### config.mk
export PLATFORM = sky130hd
export DESIGN_NAME = sdram_cmd_front
export DESIGN_NICKNAME = d
export VERILOG_FILES = /design/src/rtl/sdcmd_pkg.sv /design/src/rtl/sdcmd_cke_gate.sv /design/src/rtl/sdcmd_decode.sv /design/src/rtl/sdcmd_bank_table.sv /design/src/rtl/sdram_cmd_front.sv
export SDC_FILE = /design/constraint.sdc
export NUM_CORES = 1
export LEC_CHECK = 0
export CORE_MARGIN = 3
export CORE_UTILIZATION = 35
export DETAILED_ROUTE_END_ITERATION = 8
export DONT_BUFFER_PORTS = 1
export PLACE_DENSITY = 0.48
export SETUP_SLACK_MARGIN = 0.3
export SLEW_MARGIN = 5
export SYNTH_ARGS = -nofsm -noshare
export SYNTH_HDL_FRONTEND = slang
export SYNTH_SLANG_ARGS = --single-unit
export TNS_END_PERCENT = 100
### constraint.sdc
create_clock -name clk -period 2.99 [get_ports clk]
set_input_delay 0.598 -clock clk [delete_from_list [all_inputs] [get_ports clk]]
set_output_delay 0.598 -clock clk [all_outputs]
set_load 0.005 [all_outputs]
### src/rtl/sdcmd_pkg.sv
`timescale 1ns/1ps
package sdcmd_pkg;

  typedef enum logic [2:0] {
    CMD_NOP,
    CMD_ACT,
    CMD_RD,
    CMD_WR,
    CMD_PRE,
    CMD_REF,
    CMD_MRS
  } cmd_e;

  // Pin pattern {ras_n, cas_n, we_n} to command.
  function automatic cmd_e decode_pins(input logic r_n, input logic c_n, input logic w_n);
    cmd_e res;
    case ({r_n, c_n, w_n})
      3'b011:  res = CMD_ACT;
      3'b101:  res = CMD_RD;
      3'b100:  res = CMD_WR;
      3'b010:  res = CMD_PRE;
      3'b001:  res = CMD_REF;
      3'b000:  res = CMD_MRS;
      default: res = CMD_NOP;
    endcase
    return res;
  endfunction

endpackage

### src/rtl/sdcmd_cke_gate.sv
`timescale 1ns/1ps
// Clock-enable qualifier: a level counts only once it is seen at two
// consecutive rising edges.
module sdcmd_cke_gate (
  input  logic clk,
  input  logic rst,
  input  logic cke,
  output logic cke_ok_o
);
  logic last_q;
  logic ok_q;

  always_ff @(posedge clk) begin
    if (rst) begin
      last_q <= 1'b1;
      ok_q   <= 1'b1;
    end else begin
      last_q <= cke;
      if (cke == last_q) ok_q <= cke;
    end
  end

  assign cke_ok_o = ok_q;
endmodule

### src/rtl/sdcmd_decode.sv
`timescale 1ns/1ps
// Combinational command decode and legality check against bank state.
module sdcmd_decode
  import sdcmd_pkg::*;
#(
  parameter int NUM_BANKS = 4,
  localparam int BANK_W   = $clog2(NUM_BANKS)
) (
  input  logic                 cs_n,
  input  logic                 ras_n,
  input  logic                 cas_n,
  input  logic                 we_n,
  input  logic                 cke_now,
  input  logic                 cke_ok,
  input  logic [BANK_W-1:0]    bank,
  input  logic [NUM_BANKS-1:0] open_mask,
  output cmd_e                 cmd_o,
  output logic                 err_o
);
  cmd_e raw;
  logic taken;
  logic bank_open;

  always_comb begin
    taken     = !cs_n && cke_now && cke_ok;
    raw       = taken ? decode_pins(ras_n, cas_n, we_n) : CMD_NOP;
    bank_open = open_mask[bank];
    err_o     = ((raw == CMD_RD || raw == CMD_WR) && !bank_open) ||
                ((raw == CMD_ACT) && bank_open);
    cmd_o     = err_o ? CMD_NOP : raw;
  end
endmodule

### src/rtl/sdcmd_bank_table.sv
`timescale 1ns/1ps
// Per-bank open flag, stored row and auto-precharge countdown.
module sdcmd_bank_table #(
  parameter int NUM_BANKS = 4,
  parameter int ROW_W     = 12,
  parameter int BURST_LEN = 4,
  localparam int BANK_W   = $clog2(NUM_BANKS),
  localparam int CNT_W    = $clog2(BURST_LEN + 1)
) (
  input  logic                       clk,
  input  logic                       rst,
  input  logic                       act_en,
  input  logic                       ap_en,
  input  logic                       close_en,
  input  logic                       close_all,
  input  logic [BANK_W-1:0]          bank,
  input  logic [ROW_W-1:0]           row_in,
  output logic [NUM_BANKS-1:0]       open_mask_o,
  output logic [NUM_BANKS*ROW_W-1:0] row_flat_o
);
  for (genvar g = 0; g < NUM_BANKS; g++) begin : g_bank
    logic             open_q;
    logic [ROW_W-1:0] row_q;
    logic [CNT_W-1:0] cnt_q;
    logic             hit;

    assign hit = (bank == BANK_W'(g));

    always_ff @(posedge clk) begin
      if (rst) begin
        open_q <= 1'b0;
        row_q  <= '0;
        cnt_q  <= '0;
      end else if (close_en && (close_all || hit)) begin
        open_q <= 1'b0;
        cnt_q  <= '0;
      end else if (act_en && hit) begin
        open_q <= 1'b1;
        row_q  <= row_in;
      end else if (ap_en && hit) begin
        cnt_q  <= CNT_W'(BURST_LEN);
      end else if (cnt_q != '0) begin
        cnt_q  <= cnt_q - 1'b1;
        if (cnt_q == CNT_W'(1)) open_q <= 1'b0;
      end
    end

    assign open_mask_o[g]                  = open_q;
    assign row_flat_o[g*ROW_W +: ROW_W]    = row_q;
  end
endmodule

### src/rtl/sdram_cmd_front.sv
`timescale 1ns/1ps
module sdram_cmd_front
  import sdcmd_pkg::*;
#(
  parameter int ADDR_W    = 12,
  parameter int COL_W     = 10,
  parameter int AP_BIT    = 10,
  parameter int BURST_LEN = 4
) (
  input  logic              clk,
  input  logic              rst,
  input  logic              cke,
  input  logic              cs_n,
  input  logic              ras_n,
  input  logic              cas_n,
  input  logic              we_n,
  input  logic              bsel_a,
  input  logic              bsel_b,
  input  logic [ADDR_W-1:0] addr,
  output logic              act_o,
  output logic              rd_o,
  output logic              wr_o,
  output logic              pre_o,
  output logic              ref_o,
  output logic              mrs_o,
  output logic [1:0]        bank_o,
  output logic [ADDR_W-1:0] row_o,
  output logic [COL_W-1:0]  col_o,
  output logic              auto_pre_o,
  output logic              pre_all_o,
  output logic              err_o,
  output logic [3:0]        open_mask_o,
  output logic              power_down_o
);
  localparam int NUM_BANKS = 4;
  localparam int BANK_W    = $clog2(NUM_BANKS);

  logic                        cke_ok;
  logic [BANK_W-1:0]           bank;
  cmd_e                        cmd;
  logic                        bad;
  logic [NUM_BANKS-1:0]        open_mask;
  logic [NUM_BANKS*ADDR_W-1:0] row_flat;
  logic                        burst;

  assign bank  = {bsel_a, bsel_b};
  assign burst = (cmd == CMD_RD) || (cmd == CMD_WR);

  sdcmd_cke_gate u_cke (
    .clk      (clk),
    .rst      (rst),
    .cke      (cke),
    .cke_ok_o (cke_ok)
  );

  sdcmd_decode #(.NUM_BANKS(NUM_BANKS)) u_dec (
    .cs_n      (cs_n),
    .ras_n     (ras_n),
    .cas_n     (cas_n),
    .we_n      (we_n),
    .cke_now   (cke),
    .cke_ok    (cke_ok),
    .bank      (bank),
    .open_mask (open_mask),
    .cmd_o     (cmd),
    .err_o     (bad)
  );

  sdcmd_bank_table #(
    .NUM_BANKS (NUM_BANKS),
    .ROW_W     (ADDR_W),
    .BURST_LEN (BURST_LEN)
  ) u_banks (
    .clk         (clk),
    .rst         (rst),
    .act_en      (cmd == CMD_ACT),
    .ap_en       (burst && addr[AP_BIT]),
    .close_en    (cmd == CMD_PRE),
    .close_all   (addr[AP_BIT]),
    .bank        (bank),
    .row_in      (addr),
    .open_mask_o (open_mask),
    .row_flat_o  (row_flat)
  );

  always_ff @(posedge clk) begin
    if (rst) begin
      act_o      <= 1'b0;
      rd_o       <= 1'b0;
      wr_o       <= 1'b0;
      pre_o      <= 1'b0;
      ref_o      <= 1'b0;
      mrs_o      <= 1'b0;
      err_o      <= 1'b0;
      auto_pre_o <= 1'b0;
      pre_all_o  <= 1'b0;
      bank_o     <= '0;
      row_o      <= '0;
      col_o      <= '0;
    end else begin
      act_o      <= (cmd == CMD_ACT);
      rd_o       <= (cmd == CMD_RD);
      wr_o       <= (cmd == CMD_WR);
      pre_o      <= (cmd == CMD_PRE);
      ref_o      <= (cmd == CMD_REF);
      mrs_o      <= (cmd == CMD_MRS);
      err_o      <= bad;
      auto_pre_o <= burst && addr[AP_BIT];
      pre_all_o  <= (cmd == CMD_PRE) && addr[AP_BIT];
      if (cmd == CMD_ACT || cmd == CMD_PRE || burst) bank_o <= bank;
      if (cmd == CMD_ACT) row_o <= addr;
      if (burst) begin
        row_o <= row_flat[bank*ADDR_W +: ADDR_W];
        col_o <= addr[COL_W-1:0];
      end
    end
  end

  assign open_mask_o  = open_mask;
  assign power_down_o = !cke_ok;
endmodule

== Word level (Yosys, flattened, before mapping) ==
Cells that the tools add are included.
Widths: inputs -> output; s select.

* Register bits after elaboration: 99
* Input bits: 21
* Output and inout bits: 38
* Logic and storage cells: 163

* $add $sub $neg: 4
* Multiply operators: 1
* $lt $le $gt $ge: 1
* Equality and inequality tests: 26
* Shift-type cells: 1
* Mux-type cells: 31
* Bitwise logic cells: 8
* Reductions and logical operators: 65

{| class="wikitable"
|+ Operator list
! operator !! number
|-
| $shiftx 48x7->12 || 1
|-
| $mux 3 || 10
|-
| $reduce_bool 2->1 || 13
|-
| $mux 12 || 2
|-
| $eq 3x1->1 const B || 7
|-
| $eq 3x2->1 const B || 6
|-
| $logic_and 1x1->1 || 18
|-
| $pmux 3 s6 || 1
|-
| $mux 1 || 17
|-
| $reduce_and 2->1 || 8
|-
| $eq 3x3->1 const B || 5
|-
| $reduce_and 3->1 || 4
|-
| $reduce_bool 3->1 || 4
|-
| $sub 3x1->3 const B || 4
|-
| $logic_or 1x1->1 || 9
|-
| $ne 2x1->1 const B || 4
|-
| $not 1->1 || 8
|-
| $reduce_or 2->1 || 4
|-
| $eq 2x2->1 const B || 2
|-
| $mul 2x2->4 const B || 1
|-
| $logic_not 1->1 || 3
|-
| $logic_not 3->1 || 1
|-
| $lt 2x3->1 const B || 1
|-
| $bmux 1 s2 || 1
|-
| other kinds (3) || 3
|}

== Logic depth before layout (Yosys ltp) ==
Gate-level depths: netlist of the first run.

* Depth after elaboration: 15
* Gate-level depth with buffers: 7
* Depth with buffers taken out: 6

== Modules after synthesis ==
Synthesis of the first run repeated with hierarchy kept, for this count alone.

* Cell total of the unflattened synthesis: 557
* Area total of the unflattened synthesis: 4757.1 um2

{| class="wikitable"
|+ Modules (own cells, without submodules)
! module !! times used !! cells an instance !! area an instance (um2) !! seq. area each (um2)
|-
| sdcmd_bank_table || 1 || 343 || 2718.9 || 1281.2
|-
| sdram_cmd_front || 1 || 196 || 1863.0 || 660.6
|-
| sdcmd_decode || 1 || 12 || 107.6 || 0.0
|-
| sdcmd_cke_gate || 1 || 6 || 67.6 || 40.0
|}

== Least setup slack after synthesis of the first run ==
OpenSTA, ideal clock, no wires.

* Path kind: input to register
* Start: in we_n
* End: reg u_banks.g_bank[1].row_q[10]
* Setup time: 0.128 ns
* Arrival time: 1.953 ns
* Required time: 2.862 ns
* Path slack: 0.909 ns
* Stages: 7
* Buffers on the path: 3
* Path through: buf_2 nand3b_1 or4b_1 buf_6 buf_8 mux2i_1 nor2_1

* Word-level cells in the longest chain between the ends: 12
* Elaborated cells on any way between the ends: 22
* Those cells by class: eq/ne: 10; mux: 3; bitwise: 1; reduce/logical: 8

{| class="wikitable"
|+ Ends and longest elaborated chain
! element !! RTL line !! source
|-
| start, declared || sdram_cmd_front.sv:16 || <nowiki>input logic we_n,</nowiki>
|-
| $eq 3x1->1 (tied with other cells) || sdcmd_pkg.sv:17 || <nowiki>case ({r_n, c_n, w_n})</nowiki>
|-
| $pmux 3 s6 * || sdcmd_pkg.sv:17 ||
|-
| $mux 3 * || sdcmd_decode.sv:26 || <nowiki>raw = taken ? decode_pins(ras_n, cas_n, we_n) : CMD_NOP;</nowiki>
|-
| $eq 3x2->1 || sdcmd_decode.sv:28 || <nowiki>err_o = ((raw == CMD_RD || raw == CMD_WR) && !bank_open) ||</nowiki>
|-
| $logic_or 1x1->1 || sdcmd_decode.sv:28 ||
|-
| $logic_and 1x1->1 || sdcmd_decode.sv:28 ||
|-
| $logic_or 1x1->1 || sdcmd_decode.sv:28 ||
|-
| $mux 3 * || sdcmd_decode.sv:30 || <nowiki>cmd_o = err_o ? CMD_NOP : raw;</nowiki>
|-
| $eq 3x3->1 || sdram_cmd_front.sv:78 || <nowiki>.close_en (cmd == CMD_PRE),</nowiki>
|-
| $logic_and 1x1->1 || sdcmd_bank_table.sv:34 || <nowiki>end else if (close_en && (close_all || hit)) begin</nowiki>
|-
| $not 1->1 (no line) || - ||
|-
| $reduce_and 2->1 (no line) * || - ||
|-
| end signal, assigned || sdcmd_bank_table.sv:39 || <nowiki>row_q <= row_in;</nowiki>
|-
| end, declared || sdcmd_bank_table.sv:23 || <nowiki>logic [ROW_W-1:0] row_q;</nowiki>
|}

Every way passes the cells marked *; elsewhere a longest branch is shown, timed or not.
A chain may end at the register's enable or synchronous reset.

== Worst setup path in the final report of the first run ==
* Start: reg u_cke.ok_q, in the netlist u_cke.cke_ok_o
* End: reg u_banks.g_bank[3].cnt_q[2]

* Word-level cells in the longest chain between the ends: 13
* Elaborated cells on any way between the ends: 24
* Those cells by class: eq/ne: 7; mux: 3; bitwise: 1; reduce/logical: 13

{| class="wikitable"
|+ Ends and longest elaborated chain
! element !! RTL line !! source
|-
| start, declared || sdcmd_cke_gate.sv:11 || <nowiki>logic ok_q;</nowiki>
|-
| start signal, assigned || sdcmd_cke_gate.sv:19 || <nowiki>if (cke == last_q) ok_q <= cke;</nowiki>
|-
| $logic_and 1x1->1 * || sdcmd_decode.sv:25 || <nowiki>taken = !cs_n && cke_now && cke_ok;</nowiki>
|-
| $mux 3 * || sdcmd_decode.sv:26 ||
|-
| $eq 3x2->1 || sdcmd_decode.sv:28 ||
|-
| $logic_or 1x1->1 || sdcmd_decode.sv:28 ||
|-
| $logic_and 1x1->1 || sdcmd_decode.sv:28 ||
|-
| $logic_or 1x1->1 || sdcmd_decode.sv:28 ||
|-
| $mux 3 * || sdcmd_decode.sv:30 ||
|-
| $eq 3x2->1 || sdram_cmd_front.sv:47 || <nowiki>assign burst = (cmd == CMD_RD) || (cmd == CMD_WR);</nowiki>
|-
| $logic_or 1x1->1 || sdram_cmd_front.sv:47 ||
|-
| $logic_and 1x1->1 || sdram_cmd_front.sv:77 || <nowiki>.ap_en (burst && addr[AP_BIT]),</nowiki>
|-
| $logic_and 1x1->1 || sdcmd_bank_table.sv:40 || <nowiki>end else if (ap_en && hit) begin</nowiki>
|-
| $reduce_bool 2->1 (no line) || - ||
|-
| $reduce_and 2->1 (no line) || - ||
|-
| end signal, assigned || sdcmd_bank_table.sv:41 || <nowiki>cnt_q <= CNT_W'(BURST_LEN);</nowiki>
|-
| end signal, assigned || sdcmd_bank_table.sv:43 || <nowiki>cnt_q <= cnt_q - 1'b1;</nowiki>
|-
| end, declared || sdcmd_bank_table.sv:24 || <nowiki>logic [CNT_W-1:0] cnt_q;</nowiki>
|}

Marks and branches as above.

==> results.cfg, run 1 <==
[outcome]
status = completed

[final_layout]
num_antenna_cells = 0
nets = 512
fin_util_pct = 39.6
syn_to_final_growth_pct = 8.68
drive_gt1_share_pct = 9.09

[critical_path]
cp_data_arrival_time_ns = 2.26
crit_type = reg -> reg
critPathRequiredTime_ns = 3.21
cpPeakStageDelay_ns = 0.91
rrSetupSlack_ns = 0.95
crit_slowest_cell = or4_1
cp_max_fo = 16
start_kind = flip-flop
cp-end-kind = flip-flop
path_cells = nand3b_2 -> or4_1 -> nand3_1 -> a31oi_1

[synth]
synth_flop_cell = dfxtp_1
netlist.area_leader.share_pct = 44.4
synth.distinct_cells = 52
seq_area_frac_synth_pct = 44.4
synth_cells = 497
yosys_warnings = 0
syn-num-nets = 530
synth_seq_cells = 99
synth_edf_count = 0
syn_area_per_cell_um2 = 8.99
netlist.top_cell.by_area = dfxtp_1
yosys-top-cells-area = dfxtp_1 44%, nand2_1 8.6%, a21oi_1 7.3%
synth_async_sr_flop_share_pct = 0
syn_area_um2 = 4470
synth.most_common_cell = nand2_1
synthTopCellsByCount = 102 x nand2_1, 99 x dfxtp_1, 65 x a21oi_1

[clocking]
path_clk_slew_ns = 0.07
hold_buffers = 0
cts_max_level = 3
clockRootBuffer = clkbuf_16
cts_setup_buffers = 0
clock_sinks = 99
cts_resized = 0
clock_latency_ns = 0.35
cts_buffers = 9
cts.path.max_buffers = 2
cts_tree = yes

[global_route]
antenna_found_initial = 0
first_global_vias = 3416
grt_use_total_pct = 16.7
grt_pass1_wl_um = 18600
gr-total-overflow = 0
grt_max_degree = 73

[timing]
max_slew_margin_pct = 46.9
tightest_slew_ns = 0.796
finalHoldViolations = 0
fin_hold_ws_ns = 0.309
finalCritPeriodShare_pct = 68.1
max_freq_mhz = 491
period_needed_ns = 2.04
slew_violations = 0
setup_viol = 0
rsz0062_at_grt = false
fin_skew_ns = 0.00510
finalSetupTns_ns = 0

[drt]
post_drt_wl_per_cell_um = 17.6
drtIter0Drc = 186
drc = 0
viasPerCell = 5.39
routed_wl_um = 11500
dr.pass1.iters = 5
vias = 3515
ant_nets = 0

[place]
dp_hpwl_um = 7720
routabilityCongestion = 0.785
io_buffers = 0

[power_and_ir_drop]
power.leakage_nw = 1.77
power_density_nw_per_um2 = 650
max-vdd-ir-drop_uv = 244

[floorplanning]
boundaryPins = 59
die_w_um = 119
die-area_um2 = 14200
core_um2 = 12300
start_util_pct = 36.4
dieHeight_um = 119
rows = 40

[hold_path]
hp-class = in -> reg

[flow_run]
cap_violations = 0
==> layout make-up <==
class	instances	area, um2
Clock buffer	10	239
Clock inverter	6	68.8
Fill cell	1244	7410
Inverter	14	52.6
Multi-Input combinational cell	347	2240
Sequential cell	99	1980
Tap cell	168	210
Timing Repair Buffer	8	60.1
==> power breakdown <==
group          internal, mW  switching (mW)  leakage [nW]
registers              1.40          0.0502         0.801
logic                 0.224           0.259         0.815
clock network         0.680           0.547         0.150
total                  2.30           0.856          1.77
==> final timing paths <==
path	from	end	cells past startpoint
max	u_cke.cke_ok_o$_SDFFE_PP1N_	u_banks.g_bank[3].cnt_q[2]$_SDFFE_PP0P_	4
min	we_n	mrs_o$_SDFF_PP0_	1
max reg2reg	u_cke.cke_ok_o$_SDFFE_PP1N_	u_banks.g_bank[3].cnt_q[2]$_SDFFE_PP0P_	4
min reg2reg	u_banks.g_bank[0].row_q[0]$_SDFFE_PP0P_	u_banks.g_bank[0].row_q[0]$_SDFFE_PP0P_	2
==> registers in the layout, summed over array words and instances, names as in the netlist, 2 cells and up <==
signal,flops
u_banks.g_bank.row_q,48
row_o,12
bank_o,2
u_banks.g_bank.open_q,4
u_banks.g_bank.cnt_q,12
col_o,10
==> through the flow <==
stage / std cells / total power, mW / area (um2) / setup slack, ns
final: 652 / 3.16 / 4850 / 0.953
after global routing: 652 / 3.33 / 4850 / 0.836
after CTS: 652 / 3.19 / 4850 / 0.945
after detailed placement: 636 / 1.96 / 4550 / 0.715
after global placement: 636 / 1.95 / 4550 / 0.707
after floorplan: 497 / 1.89 / 4470 / 0.909
==> kinds of logic (layout without fill, tap and decap cells) <==
logic type      count (synthesis)  in the layout  synth area share (%)
compound gates                104            104                  13.1
xor+xnor                        2              2                 0.392
fa+ha+maj                      12             12                  3.36
buf+inv                        51             38                  5.57
flops                          99             99                  44.4
mux                            42             42                  13.4
simple gates                  187            187                  19.7
==> critical path, delay by kind of cell, from the launching register on <==
kind             cells  cell delay (ns)
AO/OA/AOI/OAI        1             0.09
AND/OR/NAND/NOR      3             1.38
flip-flops           1             0.44
==> routing by layer <==
metal / global-route usage (%) / wire (um) / part of all wire (%) / vias up
met4: 5.43 / 151 / 1.3 / 0
met2: 25.8 / 5210 / 45 / 98
met1: 22.9 / 5390 / 47 / 1705
met3: 4.13 / 752 / 6.5 / 10
li1: - / - / - / 1702
met5: 0 / 0 / 0 / -
==> cell usage in the layout (no fill, tap or decap), types with 5 or more instances in the layout <==
cell type,instances
a21oi_1,65
a31oi_1,5
and3_1,5
buf_4,8
clkbuf_16,9
dfxtp_1,99
ha_1,12
inv_1,14
mux2i_1,27
mux4_2,9
nand2_1,102
nand3_1,11
nand4_1,5
nor2_1,26
nor2b_1,5
nor3_1,5
o21ai_0,16
Power figures use the tool's default switching activity.
==> run 2: changes to the inputs <==
==> constraint.sdc (replaced) <==
create_clock -name clk -period 2.1 [get_ports clk]
set_input_delay 0.42 -clock clk [delete_from_list [all_inputs] [get_ports clk]]
set_output_delay 0.42 -clock clk [all_outputs]
set_load 0.005 [all_outputs]
==> results.cfg, run 2 (synthesized netlist as in run 1, its figures left out) <==
[outcome]
status = completed

[critical_path]
r2r-end = u_banks.g_bank[1].cnt_q[2]$_SDFFE_PP0P_
cp-startpoint = u_banks.g_bank[1].open_q$_SDFFE_PP0P_
cp_data_arrival_time_ns = 2.08
rrSetupSlack_ns = 0.31
critPathRequiredTime_ns = 2.38
reg2reg_depth = 5
cp_max_fo = 6
cp-end-kind = flip-flop
crit_type = reg -> reg
worstSetupEndpoint = u_banks.g_bank[1].cnt_q[2]$_SDFFE_PP0P_
rr_startpoint = u_banks.g_bank[1].open_q$_SDFFE_PP0P_
start_kind = flip-flop

[power_and_ir_drop]
max-vdd-ir-drop_uv = 415
power.leakage_nw = 1.80
power_density_nw_per_um2 = 883

[place]
io_buffers = 0
dp.cells = 643
dp_hpwl_um = 7560
dp_slack_ns = 0.215
routabilityCongestion = 0.780

[global_route]
grt_pass1_wl_um = 18600
first_global_vias = 3370
gr-total-overflow = 0
antenna_found_initial = 0
grt_use_total_pct = 16.8
grt_max_degree = 73

[final_layout]
final_cell_mix = 102 x nand2_1, 98 x dfxtp_1, 65 x a21oi_1
fillers = 1226
syn_to_final_growth_pct = 10.4
drive_gt1_share_pct = 11.0
top_regs = u_banks.g_bank.row_q: 48 flops, row_o: 12 flops, u_banks.g_bank.cnt_q: 12 flops
largest_register_ffs = 48
largest-register = u_banks.g_bank.row_q
multi_input_area_um2 = 2270
layout.cells.non_filler = 659
regArea_um2 = 1980
layout_commonest_cell = nand2_1
num_antenna_cells = 0
nets = 519

[timing]
fin_skew_ns = 0.0110
finalCritPeriodShare_pct = 85.4
max_slew_margin_pct = 60.6
fin_ws_ns = 0.306
setup_viol = 0
slew_violations = 0
period_needed_ns = 1.79
tightest_slew_ns = 0.590
rsz0062_at_grt = true
max_freq_mhz = 558
finalSetupTns_ns = 0
finalHoldViolations = 0

[drt]
viasPerCell = 5.33
drtIter0Drc = 205
routed_wl_um = 11600
ant_nets = 0
drc = 0
vias = 3514
dr.pass1.iters = 5
post_drt_wl_per_cell_um = 17.5

[clocking]
cts_setup_buffers = 0
hold_buffers = 0
clockRootBuffer = clkbuf_16
clock_latency_ns = 0.35
cts_max_level = 3
cts_buffers = 9
cts_tree = yes
cts.path.max_buffers = 2
path_clk_slew_ns = 0.07
cts_resized = 1
clock_sinks = 99

[floorplanning]
die_w_um = 119
dieHeight_um = 119
die-area_um2 = 14200
core_um2 = 12300
boundaryPins = 59
rows = 40
start_util_pct = 36.4

[flow_run]
cap_violations = 0

[hold_path]
hp-class = in -> reg
[run 2: changes by cell type in the layout (fill, tap and decap cells not counted), moves of 2 or more]
cell	change
a31oi_1	-2
buf_12	+2
buf_4	+4
a31oi_2	+2
[run 2: how the worst min path moves through the flow]
stage,start,to,slack [ns],cells past startpoint
after floorplan,u_banks.g_bank[2].row_q[0]$_SDFFE_PP0P_,u_banks.g_bank[2].row_q[0]$_SDFFE_PP0P_,0.43,2
after global placement,u_banks.g_bank[3].row_q[0]$_SDFFE_PP0P_,u_banks.g_bank[3].row_q[0]$_SDFFE_PP0P_,0.43,2
after detailed placement,u_banks.g_bank[3].row_q[5]$_SDFFE_PP0P_,u_banks.g_bank[3].row_q[5]$_SDFFE_PP0P_,0.44,2
after CTS,we_n,mrs_o$_SDFF_PP0_,0.12,1
after global routing,we_n,mrs_o$_SDFF_PP0_,0.12,1
final,we_n,mrs_o$_SDFF_PP0_,0.13,1
[run 2: through the flow]
| stage | hold WS [ns] | power (mW) | area (um2) | utilization, % |
|---|---|---|---|---|
| 2_1_floorplan | 0.427 | 2.69 | 4490 | - |
| 3_3_place_gp | 0.428 | 2.77 | 4640 | 37.8 |
| 3_5_place_dp | 0.437 | 2.80 | 4640 | 37.8 |
| 4_1_cts | 0.124 | 4.39 | 4910 | 40.1 |
| 5_1_grt | 0.123 | 4.59 | 4930 | 40.2 |
| 6_report | 0.135 | 4.35 | 4930 | 40.2 |
[run 2: where the power goes]
group          switching [mW]  internal [mW]  leakage [nW]
combinational           0.378          0.337         0.869
clock                   0.756          0.819         0.131
sequential             0.0765           1.99         0.800
total                    1.21           3.14          1.80
[run 2: metal layers]
layer	track usage [%]	vias up	wire, um
li1	-	1711	-
met1	22.8	1701	5630
met2	25.9	88	5100
met3	3.89	14	650
met4	6.59	0	184
met5	0	-	0
[run 2: final cells by class]
| class | instances | share of cell area, % |
|---|---|---|
| repair buffers | 15 | 2.87 |
| clock buffers | 10 | 4.64 |
| multi-input cells | 347 | 46.0 |
| inverters | 14 | 1.07 |
| clock inverters | 6 | 0.989 |
| flip-flops and latches | 99 | 40.2 |
| well taps | 168 | 4.26 |
[run 2: worst max-delay path, stage by stage (launching register included)]
cell     delay, ns
dfxtp_1       0.37
mux2_4        0.31
or4b_1        0.56
buf_4         0.18
a21bo_1       0.19
a21oi_1       0.13
==> run 3: changes to the inputs <==
--- a/config.mk
+++ b/config.mk
@@ -14,5 +14,6 @@
 export SLEW_MARGIN = 5
 export SYNTH_ARGS = -nofsm -noshare
 export SYNTH_HDL_FRONTEND = slang
+export SYNTH_HIERARCHICAL = 1
 export SYNTH_SLANG_ARGS = --single-unit
 export TNS_END_PERCENT = 100
==> results.cfg, run 3 <==
[timing]
max_slew_margin_pct = 80.7
slew_violations = 0
setup_viol = 78
max_freq_mhz = 433
fin_ws_ns = -0.210
tightest_slew_ns = 0.290
fin_hold_ws_ns = 0.131
rsz0062_at_grt = true
period_needed_ns = 2.31
finalCritPeriodShare_pct = 110
finalHoldViolations = 0
finalSetupTns_ns = -7.79
fin_skew_ns = 0.00808

[drt]
drtIter0Drc = 188
drc = 0
routed_wl_um = 13300
viasPerCell = 5.17
dr.pass1.iters = 5
ant_nets = 0
vias = 3990
post_drt_wl_per_cell_um = 17.3

[hold_path]
hold_start = rst
hp-class = in -> reg
hold-path-endpoint = auto_pre_o$_SDFF_PP0_
holdPathStages = 1

[critical_path]
rrSetupSlack_ns = -0.21
cp_data_arrival_time_ns = 2.60
r2r-end = u_banks/g_bank[2].cnt_q[0]$_SDFFE_PP0P_
rr_startpoint = u_banks/g_bank[3].open_q$_SDFFE_PP0P_
critPathRequiredTime_ns = 2.39
start_kind = flip-flop
reg2reg_depth = 9
cp-end-kind = flip-flop
cp_max_fo = 5
crit_type = reg -> reg

[final_layout]
fillers = 1264
final_cell_mix = 117 x nand2_1, 97 x dfxtp_1, 56 x a21oi_1
layout_commonest_cell = nand2_1
num_antenna_cells = 0
drive_gt1_share_pct = 36.2
nets = 629
syn_to_final_growth_pct = 29.6
layout.cells.non_filler = 772
largest-register = u_banks/g_bank.row_q
top_regs = u_banks/g_bank.row_q: 48 flops, row_o: 12 flops, u_banks/g_bank.cnt_q: 12 flops
largest_register_ffs = 48

[global_route]
gr-total-overflow = 0
grt_max_degree = 86
antenna_found_initial = 0
grt_pass1_wl_um = 21200
grt_use_total_pct = 18.3
first_global_vias = 3866

[clocking]
path_clk_slew_ns = 0.07
cts.path.max_buffers = 2
clock_sinks = 99
clock_latency_ns = 0.35
cts_buffers = 9
cts_tree = yes
clockRootBuffer = clkbuf_16
cts_max_level = 3

[synth]
synth.most_common_cell = nand2_1
syn_area_um2 = 4760
synth_seq_cells = 99
syn-num-nets = 590
synthTopCellsByCount = 133 x nand2_1, 99 x dfxtp_1, 84 x a21oi_1
synth_async_sr_flop_share_pct = 0
syn_area_per_cell_um2 = 8.54
synth.distinct_cells = 49
synth_flop_cell = dfxtp_1
yosys-top-cells-area = dfxtp_1 42%, nand2_1 10%, a21oi_1 8.8%
yosys_warnings = 6
synth_cells = 557
netlist.top_cell.by_area = dfxtp_1
netlist.area_leader.share_pct = 41.7
synth_edf_count = 0
seq_area_frac_synth_pct = 41.7

[floorplanning]
rows = 41
die_w_um = 123
dieHeight_um = 123
die-area_um2 = 15000
core_um2 = 12900
start_util_pct = 36.8
boundaryPins = 59

[outcome]
violations = negative setup slack
status = finished with violations

[power_and_ir_drop]
intPower_mw = 3.34
pwr-share-clk_pct = 33.8
combPwrFrac_pct = 21.1
seqPwrFrac_pct = 45.1
max-vdd-ir-drop_uv = 362
power_density_nw_per_um2 = 760
power.leakage_nw = 2.21
swShare_pct = 28.6
p_sw_mw = 1.34

[place]
dp_slack_ns = -0.498
routabilityCongestion = 0.748
dp.cells = 737
io_buffers = 0
dp_hpwl_um = 8790

[flow_run]
cap_violations = 0
[run 3: cell count changes after synthesis, moves of 8 or more]
cell,previous run,this run
clkbuf_1,21,9
mux2i_1,27,4
nand2b_1,2,21
mux4_2,9,1
a21oi_1,65,84
nand2_1,102,133
mux2_2,2,11
a211oi_2,1,13
nor2_1,26,37
mux2_4,0,9
a22oi_2,0,10
[run 3: worst max-delay path, cell delays in order, from the launching register on]
cell	delay, ns
dfxtp_2	0.32
mux4_2	0.55
a22o_1	0.23
nor3b_4	0.17
buf_4	0.14
buf_6	0.11
nand3b_1	0.15
o21ai_2	0.10
or3_1	0.37
a21oi_2	0.13
[run 3: layout make-up]
type	instances	area, um2	share of cell area (%)
Clock buffer	10	239	3.88
Clock inverter	5	35.0	0.568
Inverter	12	52.6	0.853
Multi-Input combinational cell	409	2930	47.5
Sequential cell	99	1980	32.2
Tap cell	172	215	3.49
Timing Repair Buffer	65	712	11.6
[run 3: kinds of logic (layout without fill, tap and decap cells)]
logic type | Yosys count | count (layout) | share of synthesized area [%]
AOI/OAI and AO/OA | 135 | 135 | 19.1
adders and majority gates | 12 | 12 | 3.16
buffers and inverters | 49 | 92 | 5.94
DFF | 99 | 99 | 41.7
muxes | 29 | 29 | 7.71
and+or+nand+nor | 233 | 233 | 22.4
[run 3: power by group through the flow]
stage	clock, mW	sequential (mW)	combinational, mW
final	1.58	2.11	0.988
after floorplan	0	2.12	0.758
after CTS	1.62	2.11	0.971
after global routing	1.69	2.13	1.12
after global placement	0	2.14	0.825
after detailed placement	0	2.14	0.866
[run 3: what timing repair did]
item                                    CTS  global route
pin swaps                                58            12
hold buffers                              0             0
resized for setup                       109            23
cloned                                    4             1
endpoints found under the setup margin   90            94
buffers inserted                         14             1
endpoints found under the hold margin     0             0
[run 3: how the worst max path moves through the flow]
stage	startpoint	to	slack (ns)	depth (start not counted)
2_1_floorplan	bsel_b	u_banks/g_bank[0].cnt_q[0]$_SDFFE_PP0P_	-0.39	9
6_report	u_banks/g_bank[3].open_q$_SDFFE_PP0P_	u_banks/g_bank[2].cnt_q[0]$_SDFFE_PP0P_	-0.21	9
3_3_place_gp	bsel_b	row_o[0]$_SDFFE_PP0P_	-0.47	7
4_1_cts	u_banks/g_bank[3].open_q$_SDFFE_PP0P_	u_banks/g_bank[0].cnt_q[0]$_SDFFE_PP0P_	-0.19	8
3_5_place_dp	bsel_b	row_o[0]$_SDFFE_PP0P_	-0.50	7
5_1_grt	u_banks/g_bank[2].open_q$_SDFFE_PP0P_	u_banks/g_bank[0].cnt_q[0]$_SDFFE_PP0P_	-0.30	8
[run 3: per-stage QoR]
step	power (mW)	instance area (um2)	util, %
floorplan	2.87	4800	-
global placement	2.96	5200	40.2
detailed placement	3.00	5200	40.2
CTS	4.70	6070	46.9
global route	4.93	6160	47.7
finish	4.68	6160	47.7
[run 3: routing by layer]
| metal | GRT usage [%] | vias to the layer above | share of wire (%) |
|---|---|---|---|
| met3 | 4.10 | 13 | 5.8 |
| met4 | 6.79 | 0 | 1.6 |
| met1 | 25.3 | 1924 | 47 |
| met2 | 27.9 | 94 | 45 |
| li1 | - | 1959 | - |
| met5 | 0 | - | 0 |
